==> src/rtl/wb_pkg.sv <==
package wb_pkg;
  typedef enum logic [1:0] {
    ST_IDLE = 2'd0,
    ST_SCAN = 2'd1,
    ST_TGT  = 2'd2,
    ST_DONE = 2'd3
  } wb_state_e;
endpackage

==> src/rtl/wb_addr_gen.sv <==
module wb_addr_gen #(
  parameter int ROWS = 4,
  parameter int COLS = 4,
  localparam int RW = (ROWS > 1) ? $clog2(ROWS) : 1,
  localparam int CW = (COLS > 1) ? $clog2(COLS) : 1
) (
  input  logic          clk,
  input  logic          rst_n,
  input  logic          clr_i,
  input  logic          adv_i,
  input  logic [RW-1:0] base_i,
  output logic [RW-1:0] row_o,
  output logic [CW-1:0] col_o,
  output logic          last_o
);
  localparam logic [RW-1:0] ROW_MAX = RW'(ROWS - 1);
  localparam logic [CW-1:0] COL_MAX = CW'(COLS - 1);

  logic [RW-1:0] row_q;
  logic [CW-1:0] col_q;

  always_ff @(posedge clk or negedge rst_n) begin
    if (!rst_n) begin
      row_q <= '0;
      col_q <= '0;
    end else if (clr_i) begin
      row_q <= base_i;
      col_q <= '0;
    end else if (adv_i) begin
      if (row_q == ROW_MAX) begin
        row_q <= base_i;
        col_q <= (col_q == COL_MAX) ? '0 : col_q + 1'b1;
      end else begin
        row_q <= row_q + 1'b1;
      end
    end
  end

  assign row_o  = row_q;
  assign col_o  = col_q;
  assign last_o = (row_q == ROW_MAX) && (col_q == COL_MAX);
endmodule

==> src/rtl/wb_cmp.sv <==
module wb_cmp #(
  parameter int DW = 8
) (
  input  logic          clk,
  input  logic          rst_n,
  input  logic          clr_i,
  input  logic          rd_en_i,
  input  logic [DW-1:0] exp_i,
  input  logic [DW-1:0] rdata_i,
  output logic          fail_o
);
  logic          vld_q;
  logic [DW-1:0] exp_q;
  logic          fail_q;

  always_ff @(posedge clk or negedge rst_n) begin
    if (!rst_n) begin
      vld_q  <= 1'b0;
      exp_q  <= '0;
      fail_q <= 1'b0;
    end else begin
      vld_q <= rd_en_i;
      exp_q <= exp_i;
      if (clr_i)
        fail_q <= 1'b0;
      else if (vld_q && (rdata_i != exp_q))
        fail_q <= 1'b1;
    end
  end

  assign fail_o = fail_q;
endmodule

==> src/rtl/wb_seq.sv <==
module wb_seq
  import wb_pkg::*;
#(
  parameter int          ROWS    = 4,
  parameter int          COLS    = 4,
  parameter int          DW      = 8,
  parameter int          NUM_SAC = 5,
  parameter logic [DW-1:0] SEED  = '0,
  localparam int RW = (ROWS > 1) ? $clog2(ROWS) : 1,
  localparam int CW = (COLS > 1) ? $clog2(COLS) : 1
) (
  input  logic          clk,
  input  logic          rst_n,
  input  logic          start_i,
  output logic          done_o,
  output logic          fail_o,
  output logic          mem_we_o,
  output logic          mem_re_o,
  output logic [RW-1:0] mem_row_o,
  output logic [CW-1:0] mem_col_o,
  output logic [DW-1:0] mem_wdata_o,
  input  logic [DW-1:0] mem_rdata_i
);
  localparam int SW = $clog2(NUM_SAC + 4);
  localparam logic [SW-1:0] S_WINV  = '0;
  localparam logic [SW-1:0] S_RD1   = SW'(1);
  localparam logic [SW-1:0] S_RD2   = SW'(NUM_SAC + 2);
  localparam logic [SW-1:0] S_LAST  = SW'(NUM_SAC + 3);
  localparam logic [RW-1:0] ROW_ONE = RW'(1);

  wb_state_e     state_q;
  logic          phase_q;
  logic [SW-1:0] step_q;

  logic [RW-1:0] row;
  logic [CW-1:0] col;
  logic          last;
  logic          ag_clr, ag_adv;
  logic [RW-1:0] ag_base;
  logic          accept;
  logic [DW-1:0] bg;
  logic [DW-1:0] exp_w;

  assign accept = start_i && ((state_q == ST_IDLE) || (state_q == ST_DONE));
  assign bg     = phase_q ? ~SEED : SEED;

  // address sequencing control
  always_comb begin
    ag_clr  = 1'b0;
    ag_adv  = 1'b0;
    ag_base = '0;
    unique case (state_q)
      ST_SCAN: begin
        ag_adv = 1'b1;
        if (last) begin
          ag_clr  = 1'b1;
          ag_base = ROW_ONE;
        end
      end
      ST_TGT: begin
        ag_base = ROW_ONE;
        if (step_q == S_LAST) begin
          ag_adv = 1'b1;
          if (last) begin
            ag_clr  = 1'b1;
            ag_base = '0;
          end
        end
      end
      default: ag_clr = accept;
    endcase
  end

  // memory command decode
  always_comb begin
    mem_we_o    = 1'b0;
    mem_re_o    = 1'b0;
    mem_row_o   = row;
    mem_col_o   = col;
    mem_wdata_o = bg;
    exp_w       = ~bg;
    unique case (state_q)
      ST_SCAN: mem_we_o = 1'b1;
      ST_TGT: begin
        if (step_q == S_WINV) begin
          mem_we_o    = 1'b1;
          mem_wdata_o = ~bg;
        end else if ((step_q == S_RD1) || (step_q == S_RD2)) begin
          mem_re_o = 1'b1;
        end else if (step_q == S_LAST) begin
          mem_we_o = 1'b1;
        end else begin
          mem_we_o  = 1'b1;
          mem_row_o = '0;
        end
      end
      default: ;
    endcase
  end

  always_ff @(posedge clk or negedge rst_n) begin
    if (!rst_n) begin
      state_q <= ST_IDLE;
      phase_q <= 1'b0;
      step_q  <= '0;
    end else begin
      unique case (state_q)
        ST_SCAN: begin
          step_q <= '0;
          if (last) state_q <= ST_TGT;
        end
        ST_TGT: begin
          if (step_q == S_LAST) begin
            step_q <= '0;
            if (last) begin
              if (phase_q) begin
                state_q <= ST_DONE;
              end else begin
                phase_q <= 1'b1;
                state_q <= ST_SCAN;
              end
            end
          end else begin
            step_q <= step_q + 1'b1;
          end
        end
        default: begin
          if (accept) begin
            state_q <= ST_SCAN;
            phase_q <= 1'b0;
            step_q  <= '0;
          end
        end
      endcase
    end
  end

  assign done_o = (state_q == ST_DONE);

  wb_addr_gen #(.ROWS(ROWS), .COLS(COLS)) u_addr (
    .clk    (clk),
    .rst_n  (rst_n),
    .clr_i  (ag_clr),
    .adv_i  (ag_adv),
    .base_i (ag_base),
    .row_o  (row),
    .col_o  (col),
    .last_o (last)
  );

  wb_cmp #(.DW(DW)) u_cmp (
    .clk     (clk),
    .rst_n   (rst_n),
    .clr_i   (accept),
    .rd_en_i (mem_re_o),
    .exp_i   (exp_w),
    .rdata_i (mem_rdata_i),
    .fail_o  (fail_o)
  );
endmodule

==> config.mk <==
export PLATFORM = sky130hd
export DESIGN_NAME = wb_seq
export DESIGN_NICKNAME = d
export VERILOG_FILES = /design/src/rtl/wb_pkg.sv /design/src/rtl/wb_addr_gen.sv /design/src/rtl/wb_cmp.sv /design/src/rtl/wb_seq.sv
export SDC_FILE = /design/constraint.sdc
export NUM_CORES = 1
export LEC_CHECK = 0
export CORE_MARGIN = 2
export CORE_UTILIZATION = 45
export DETAILED_ROUTE_END_ITERATION = 16
export HOLD_SLACK_MARGIN = 0.12
export PLACE_DENSITY = 0.77
export RECOVER_POWER = 25
export SYNTH_ARGS = -nofsm -noshare
export SYNTH_HDL_FRONTEND = slang
export SYNTH_SLANG_ARGS = --single-unit
export TNS_END_PERCENT = 50
==> constraint.sdc <==
create_clock -name clk -period 3.4 [get_ports clk]
set_input_delay 0.51 -clock clk [delete_from_list [all_inputs] [get_ports clk]]
set_output_delay 0.51 -clock clk [all_outputs]
set_load 0.05 [all_outputs]
==> results of run 1 <==
final cells by class:
cell class / instances / area share, %
tap: 28 / 2.68
timing repair buffer: 27 / 20.5
clock buffer: 3 / 1.72
sequential: 14 / 26.8
multi-input combinational: 82 / 45.7
inverter: 9 / 2.59
logic make-up after synthesis:
logic type / Yosys count / synth area share, %
buffers and inverters: 19 / 11.5
and+or+nand+nor: 41 / 21.3
muxes: 4 / 4.21
AOI/OAI and AO/OA: 27 / 18.9
xor gates and xnor gates: 1 / 0.819
DFF: 14 / 32.7
adders and majority gates: 9 / 10.5
state kept, by name, summed over array words and instances (netlist names):
signal,count
phase_q,1
state_q,2
step_q,4
u_addr.col_o,2
u_addr.row_o,2
u_cmp.exp_q,1
u_cmp.fail_o,1
u_cmp.vld_q,1
power by group through the flow:
stage                     Sequential, mW  Combinational (mW)  Clock, mW
after floorplan                    0.170             0.00160          0
after global placement             0.170              0.0182          0
after detailed placement           0.170              0.0187          0
after CTS                          0.166              0.0189     0.0971
after global routing               0.166              0.0200      0.103
final                              0.166              0.0182     0.0949
worst max-delay path, stage by stage, from the launching register on:
cell and delay [ns]:
dfrtp_1 0.44, inv_1 0.06, ha_1 0.25, nand2b_1 0.12, nor2_1 0.06, xnor2_1 0.42
clkdlybuf4s50_1 0.91
metrics by stage:
stage                     area, um^2  setup WS, ns  std cells
after detailed placement        1280         0.628        160
final                           1310         0.348        163
after floorplan                 1070         0.454        115
after CTS                       1310         0.314        163
after global placement          1280         0.691        160
after global routing            1310         0.159        163
worst paths after layout:
kind / endpoint / slack (ns) / depth (start not counted)
setup / recovery: mem_wdata_o[2] / 0.35 / 6
hold reg to reg: u_cmp.fail_o / 0.50 / 1
setup reg to reg: state_q[1] / 1.47 / 6
max in group asynchronous: step_q[2] / 2.29 / 1
hold / removal: u_cmp.fail_o / 0.50 / 1
min in group asynchronous: u_addr.col_o[1] / 0.69 / 1
cells in the final DEF (no fill, tap or decap), drive strengths merged, types with 2 or more instances in the layout:
master and n:
o21ai 11, a21oi 4, a211oi 2, dfrtp 14
nor2b 3, nand3 5, and2 2, inv 9
clkdlybuf4s50 25, and2b 2, mux2i 3, nor4 2
nor3 2, nand2b 2, nand2 11, nor2 7
ha 9, clkbuf 3
per-layer routing:
metal,share of wire [%],GRT usage [%]
met3,6.3,3.43
met1,45,20.4
met5,0,0
met4,1.4,7.69
met2,48,30.4
==> summary.txt, run 1 <==
cts bufs inserted = 3
Crit Path Class = reg -> out
WL final = 2080 um
largest net degree at the start of global routing = 15
Worst Hold Launch = u_cmp.fail_o
Setup Skew = 0.00199 ns
Worst EP arrival = 2.54 ns
footprint of the multi-input gates = 597 um^2
Synth Flop Type = dfrtp_1
initial antenna violation count = 0
CTS tree = yes
Worst setup EP type = output port
clock latency on the worst-skew pair = 0.28 ns
number of synthesized flops with an enable pin = 0
top-count cell post-synth = dfrtp_1
starting density of the core = 47.9%
Reg-to-Reg Start = state_q[0]
Syn Nets = 135
Reg power frac = 59.5%
Detail Route Antenna Nets = 0
core footprint = 2230 um^2
die width = 52.8 um
post-synth top area share = 32.7%
Filler Cell Count = 204
hold_ws = 0.499 ns
Synth warnings = 0
Post-DP HPWL = 1590 um
clk slew on worst S/H paths = 0.08 ns
period utilisation layout = 89.8%
Avg Inst Size Synth = 9.30 um^2
drt first pass iters = 4
Seq/Total Area, Yosys = 32.7%
H-Tree Depth = 1
Critical Path RT = 2.89 ns
die height = 52.8 um
CP startpoint kind = flop
Finished Core Util = 58.5%
CTS Sinks = 14
Pwr Total = 0.279 mW
root buffer cell = clkbuf_4
Slew @ Worst Pin = 0.654 ns
minimum clock period = 3.05 ns
run status = completed
std cell rows = 17
Port Buffers = 26
synth-to-layout area growth = 22.1%
Yosys reg bits = 14
TNS Setup = 0 ns
Final nets = 157
post-synthesis cell type count = 44
synth cell count leaders = dfrtp_1, nand2_1, ha_1, inv_1, buf_4
Slew HR = 56.2%
main area contributors after synthesis = dfrtp_1, ha_1, buf_4, nand2_1, inv_1
Gate power share = 6.5%
Gate Count Post-Synth = 115
Seq. cell area = 350 um^2
via/cell ratio = 5.52
Lkg Pwr = 0.569 nW
Fmax = 328 MHz
Hold Crit Class = reg -> reg
Antenna Cells = 0
global-route wire length before repair = 3630 um
global route overflow = 0
Hold Violations, Final = 0
drt wl/cell = 12.8 um
GRT Util Overall = 17.4%
CTS max path bufs = 2
Yosys top cell by area = dfrtp_1
drc violations = 0
max_cap viols = 0
FFs w/ async S/R, synth = 100%
PostCTS Resize Cnt = 0
Max Transition Viols Final = 0
Peak VDD IR = 0.000141 V
via count = 899
Post-CTS Setup Inserts = 0
CP max FO = 8
power share of the clock group = 34.0%
Pwr per Cell Area = 214 nW/um^2
layout cells sized above 1 = 10.4%
start point of the critical path = step_q[0]
final setup fails = 0
switching part of the total power = 21.9%
cts-stage hold buffer count = 0
RSZ-0062 raised after global routing = no
routability congestion estimate from global placement = 0.812
internal power contribution = 0.218 mW
mapped cell area = 1070 um^2
switching pwr = 0.0612 mW
I/O pins = 27
Die ar. = 2780 um^2
DR iter-0 viols = 9
vias in the first global route = 859
No activity file was read; power rests on OpenSTA's default activity.
==> inputs of run 2 (changes only) <==
--- a/config.mk
+++ b/config.mk
@@ -8,6 +8,6 @@
 export CORE_MARGIN = 2
-export CORE_UTILIZATION = 45
+export CORE_UTILIZATION = 52
 export DETAILED_ROUTE_END_ITERATION = 16
-export HOLD_SLACK_MARGIN = 0.12
-export PLACE_DENSITY = 0.77
+export HOLD_SLACK_MARGIN = 0.15
+export PLACE_DENSITY = 0.87
 export RECOVER_POWER = 25
==> constraint.sdc (replaced) <==
create_clock -name clk -period 3.4 [get_ports clk]
set_input_delay 0.68 -clock clk [delete_from_list [all_inputs] [get_ports clk]]
set_output_delay 0.68 -clock clk [all_outputs]
set_load 0.05 [all_outputs]
==> summary.txt, run 2 (synthesis gave the netlist of run 1 again) <==
run status = completed (unchanged)
root buffer cell = clkbuf_4 (unchanged)
Fmax = 306 MHz (was 328 MHz)
Filler Cell Count = 148 (was 204)
I/O pins = 27 (unchanged)
minimum clock period = 3.27 ns (was 3.05 ns)
Worst Hold Launch = u_cmp.fail_o (unchanged)
placed inst area = 1280 um^2 (about the same)
Max Transition Viols Final = 0 (unchanged)
Seq. cell area = 350 um^2 (unchanged)
TNS Setup = 0 ns (unchanged)
WHS Path Cells = 1 (unchanged)
reg-to-reg endpoint = state_q[1] (unchanged)
routing usage on met2 = 32.2% (was 30.4%)
Slew @ Worst Pin = 0.645 ns (was 0.654 ns)
Pwr per Cell Area = 211 nW/um^2 (was 214 nW/um^2)
global-route wire length before repair = 3830 um (was 3630 um)
std cell rows = 16 (was 17)
Worst EP arrival = 2.59 ns (was 2.54 ns)
commonest cells after routing, fill and taps aside = clkdlybuf4s50_1, dfrtp_1, nand2_1 (unchanged)
GRT Util Overall = 20.0% (was 17.4%)
vias in the first global route = 817 (was 859)
layout cells sized above 1 = 10.4% (unchanged)
die height = 49.4 um (was 52.8 um)
Hold Violations, Final = 0 (unchanged)
via/cell ratio = 5.36 (was 5.52)
CTS tree = yes (unchanged)
Die ar. = 2440 um^2 (was 2780 um^2)
drt wl/cell = 13.2 um (was 12.8 um)
Lkg Pwr = 0.566 nW (was 0.569 nW)
H-Tree Depth = 1 (unchanged)
Placed Instances = 159 (was 160)
via count = 868 (was 899)
max reg flops = 4 (unchanged)
routability congestion estimate from global placement = 0.902 (was 0.812)
initial antenna violation count = 0 (unchanged)
max_cap viols = 0 (unchanged)
period utilisation layout = 96.2% (was 89.8%)
clock latency on the worst-skew pair = 0.28 ns (about the same)
Reg-to-Reg Start = state_q[0] (unchanged)
largest reg by FF count = step_q (unchanged)
M3 GR Usage = 4.29% (was 3.43%)
Post-CTS Setup Inserts = 0 (unchanged)
CTS Sinks = 14 (unchanged)
Hold Path Sink = u_cmp.fail_o (unchanged)
core footprint = 1940 um^2 (was 2230 um^2)
Critical Path RT = 2.72 ns (was 2.89 ns)
global route overflow = 0 (unchanged)
Antenna Cells = 0 (unchanged)
Peak VDD IR = 0.000128 V (was 0.000141 V)
synth-to-layout area growth = 23.9% (was 22.1%)
DR iter-0 viols = 22 (was 9)
Post-DP HPWL = 1630 um (was 1590 um)
Hold Crit Class = reg -> reg (unchanged)
drt first pass iters = 4 (unchanged)
WL final = 2150 um (was 2080 um)
Final Non-Filler Cells = 162 (was 163)
met1 usage = 26.9% (was 20.4%)
R2R Setup Slk = 1.40 ns (was 1.47 ns)
most common cell after layout, fill and taps aside = clkdlybuf4s50_1 (unchanged)
CTS max path bufs = 2 (unchanged)
Detail Route Antenna Nets = 0 (unchanged)
clk slew on worst S/H paths = 0.08 ns (about the same)
drc violations = 0 (unchanged)
CP max FO = 6 (was 8)
largest net degree at the start of global routing = 15 (unchanged)
Crit Path Class = reg -> out (unchanged)
Slew HR = 56.8% (was 56.2%)
cts bufs inserted = 3 (unchanged)
post-route cell area = 1330 um^2 (was 1310 um^2)
Reg2Reg Depth = 6 (unchanged)
Port Buffers = 26 (unchanged)
final setup fails = 0 (unchanged)
footprint of the multi-input gates = 597 um^2 (unchanged)
starting density of the core = 55.1% (was 47.9%)
global route hottest layer = met2 (unchanged)
die width = 49.4 um (was 52.8 um)
Worst setup EP type = output port (unchanged)
Final nets = 157 (unchanged)
RSZ-0062 raised after global routing = no (unchanged)
CP startpoint kind = flop (unchanged)
Setup Skew = 0.00652 ns (was 0.00199 ns)
[run 2: changes by cell type in the layout (fill, tap and decap cells not counted)]
cell	delta
dlymetal6s2s_1	+8
clkdlybuf4s50_1	-8
[run 2: what timing repair did]
item,CTS,global route
hold buffers,0,0
endpoints found under the setup margin,0,8
gates resized for setup,0,8
[run 2: where the power goes]
group	switching, mW	internal (mW)	leakage (nW)
logic	0.00712	0.0109	0.391
clock network	0.0546	0.0412	0.0138
registers	0	0.166	0.161
[run 2: worst max path at each step]
stage	startpoint	end	slack (ns)	depth (start not counted)
3_3_place_gp	step_q[0]	mem_re_o	0.54	6
4_1_cts	step_q[0]	mem_wdata_o[3]	0.11	6
3_5_place_dp	step_q[0]	mem_wdata_o[3]	0.41	6
5_1_grt	step_q[0]	mem_re_o	0.005	6
6_report	step_q[0]	mem_re_o	0.13	6
2_1_floorplan	state_q[0]	mem_wdata_o[1]	0.28	7
[run 2: layer usage]
metal / share of wire, % / wire [um]
met1: 46 / 985
met2: 48 / 1030
met3: 5.1 / 109
met4: 1.2 / 25
met5: 0 / 0
[run 2: area by class of cell]
| cell class | count | share of cell area [%] |
|---|---|---|
| Tap cell | 27 | 2.55 |
| Timing Repair Buffer | 27 | 21.7 |
| Multi-Input combinational cell | 82 | 45.0 |
| Inverter | 9 | 2.55 |
| Sequential cell | 14 | 26.4 |
| Clock buffer | 3 | 1.70 |
[run 2: stage by stage]
step	utilization (%)	hold slack [ns]	worst slack (ns)	power (mW)
global placement	66.0	0.472	0.539	0.188
detailed placement	66.0	0.483	0.413	0.188
floorplan	-	0.384	0.284	0.171
finish	68.2	0.500	0.131	0.280
global route	68.2	0.528	0.00547	0.292
CTS	67.2	0.502	0.105	0.281
[run 2: worst max-delay path, cell delays in order, from the launching register on]
cell and delay [ns]:
dfrtp_1 0.44, inv_1 0.08, ha_1 0.26, or3b_1 0.37, a21oi_1 0.18, and2_1 0.17, clkdlybuf4s50_1 0.81
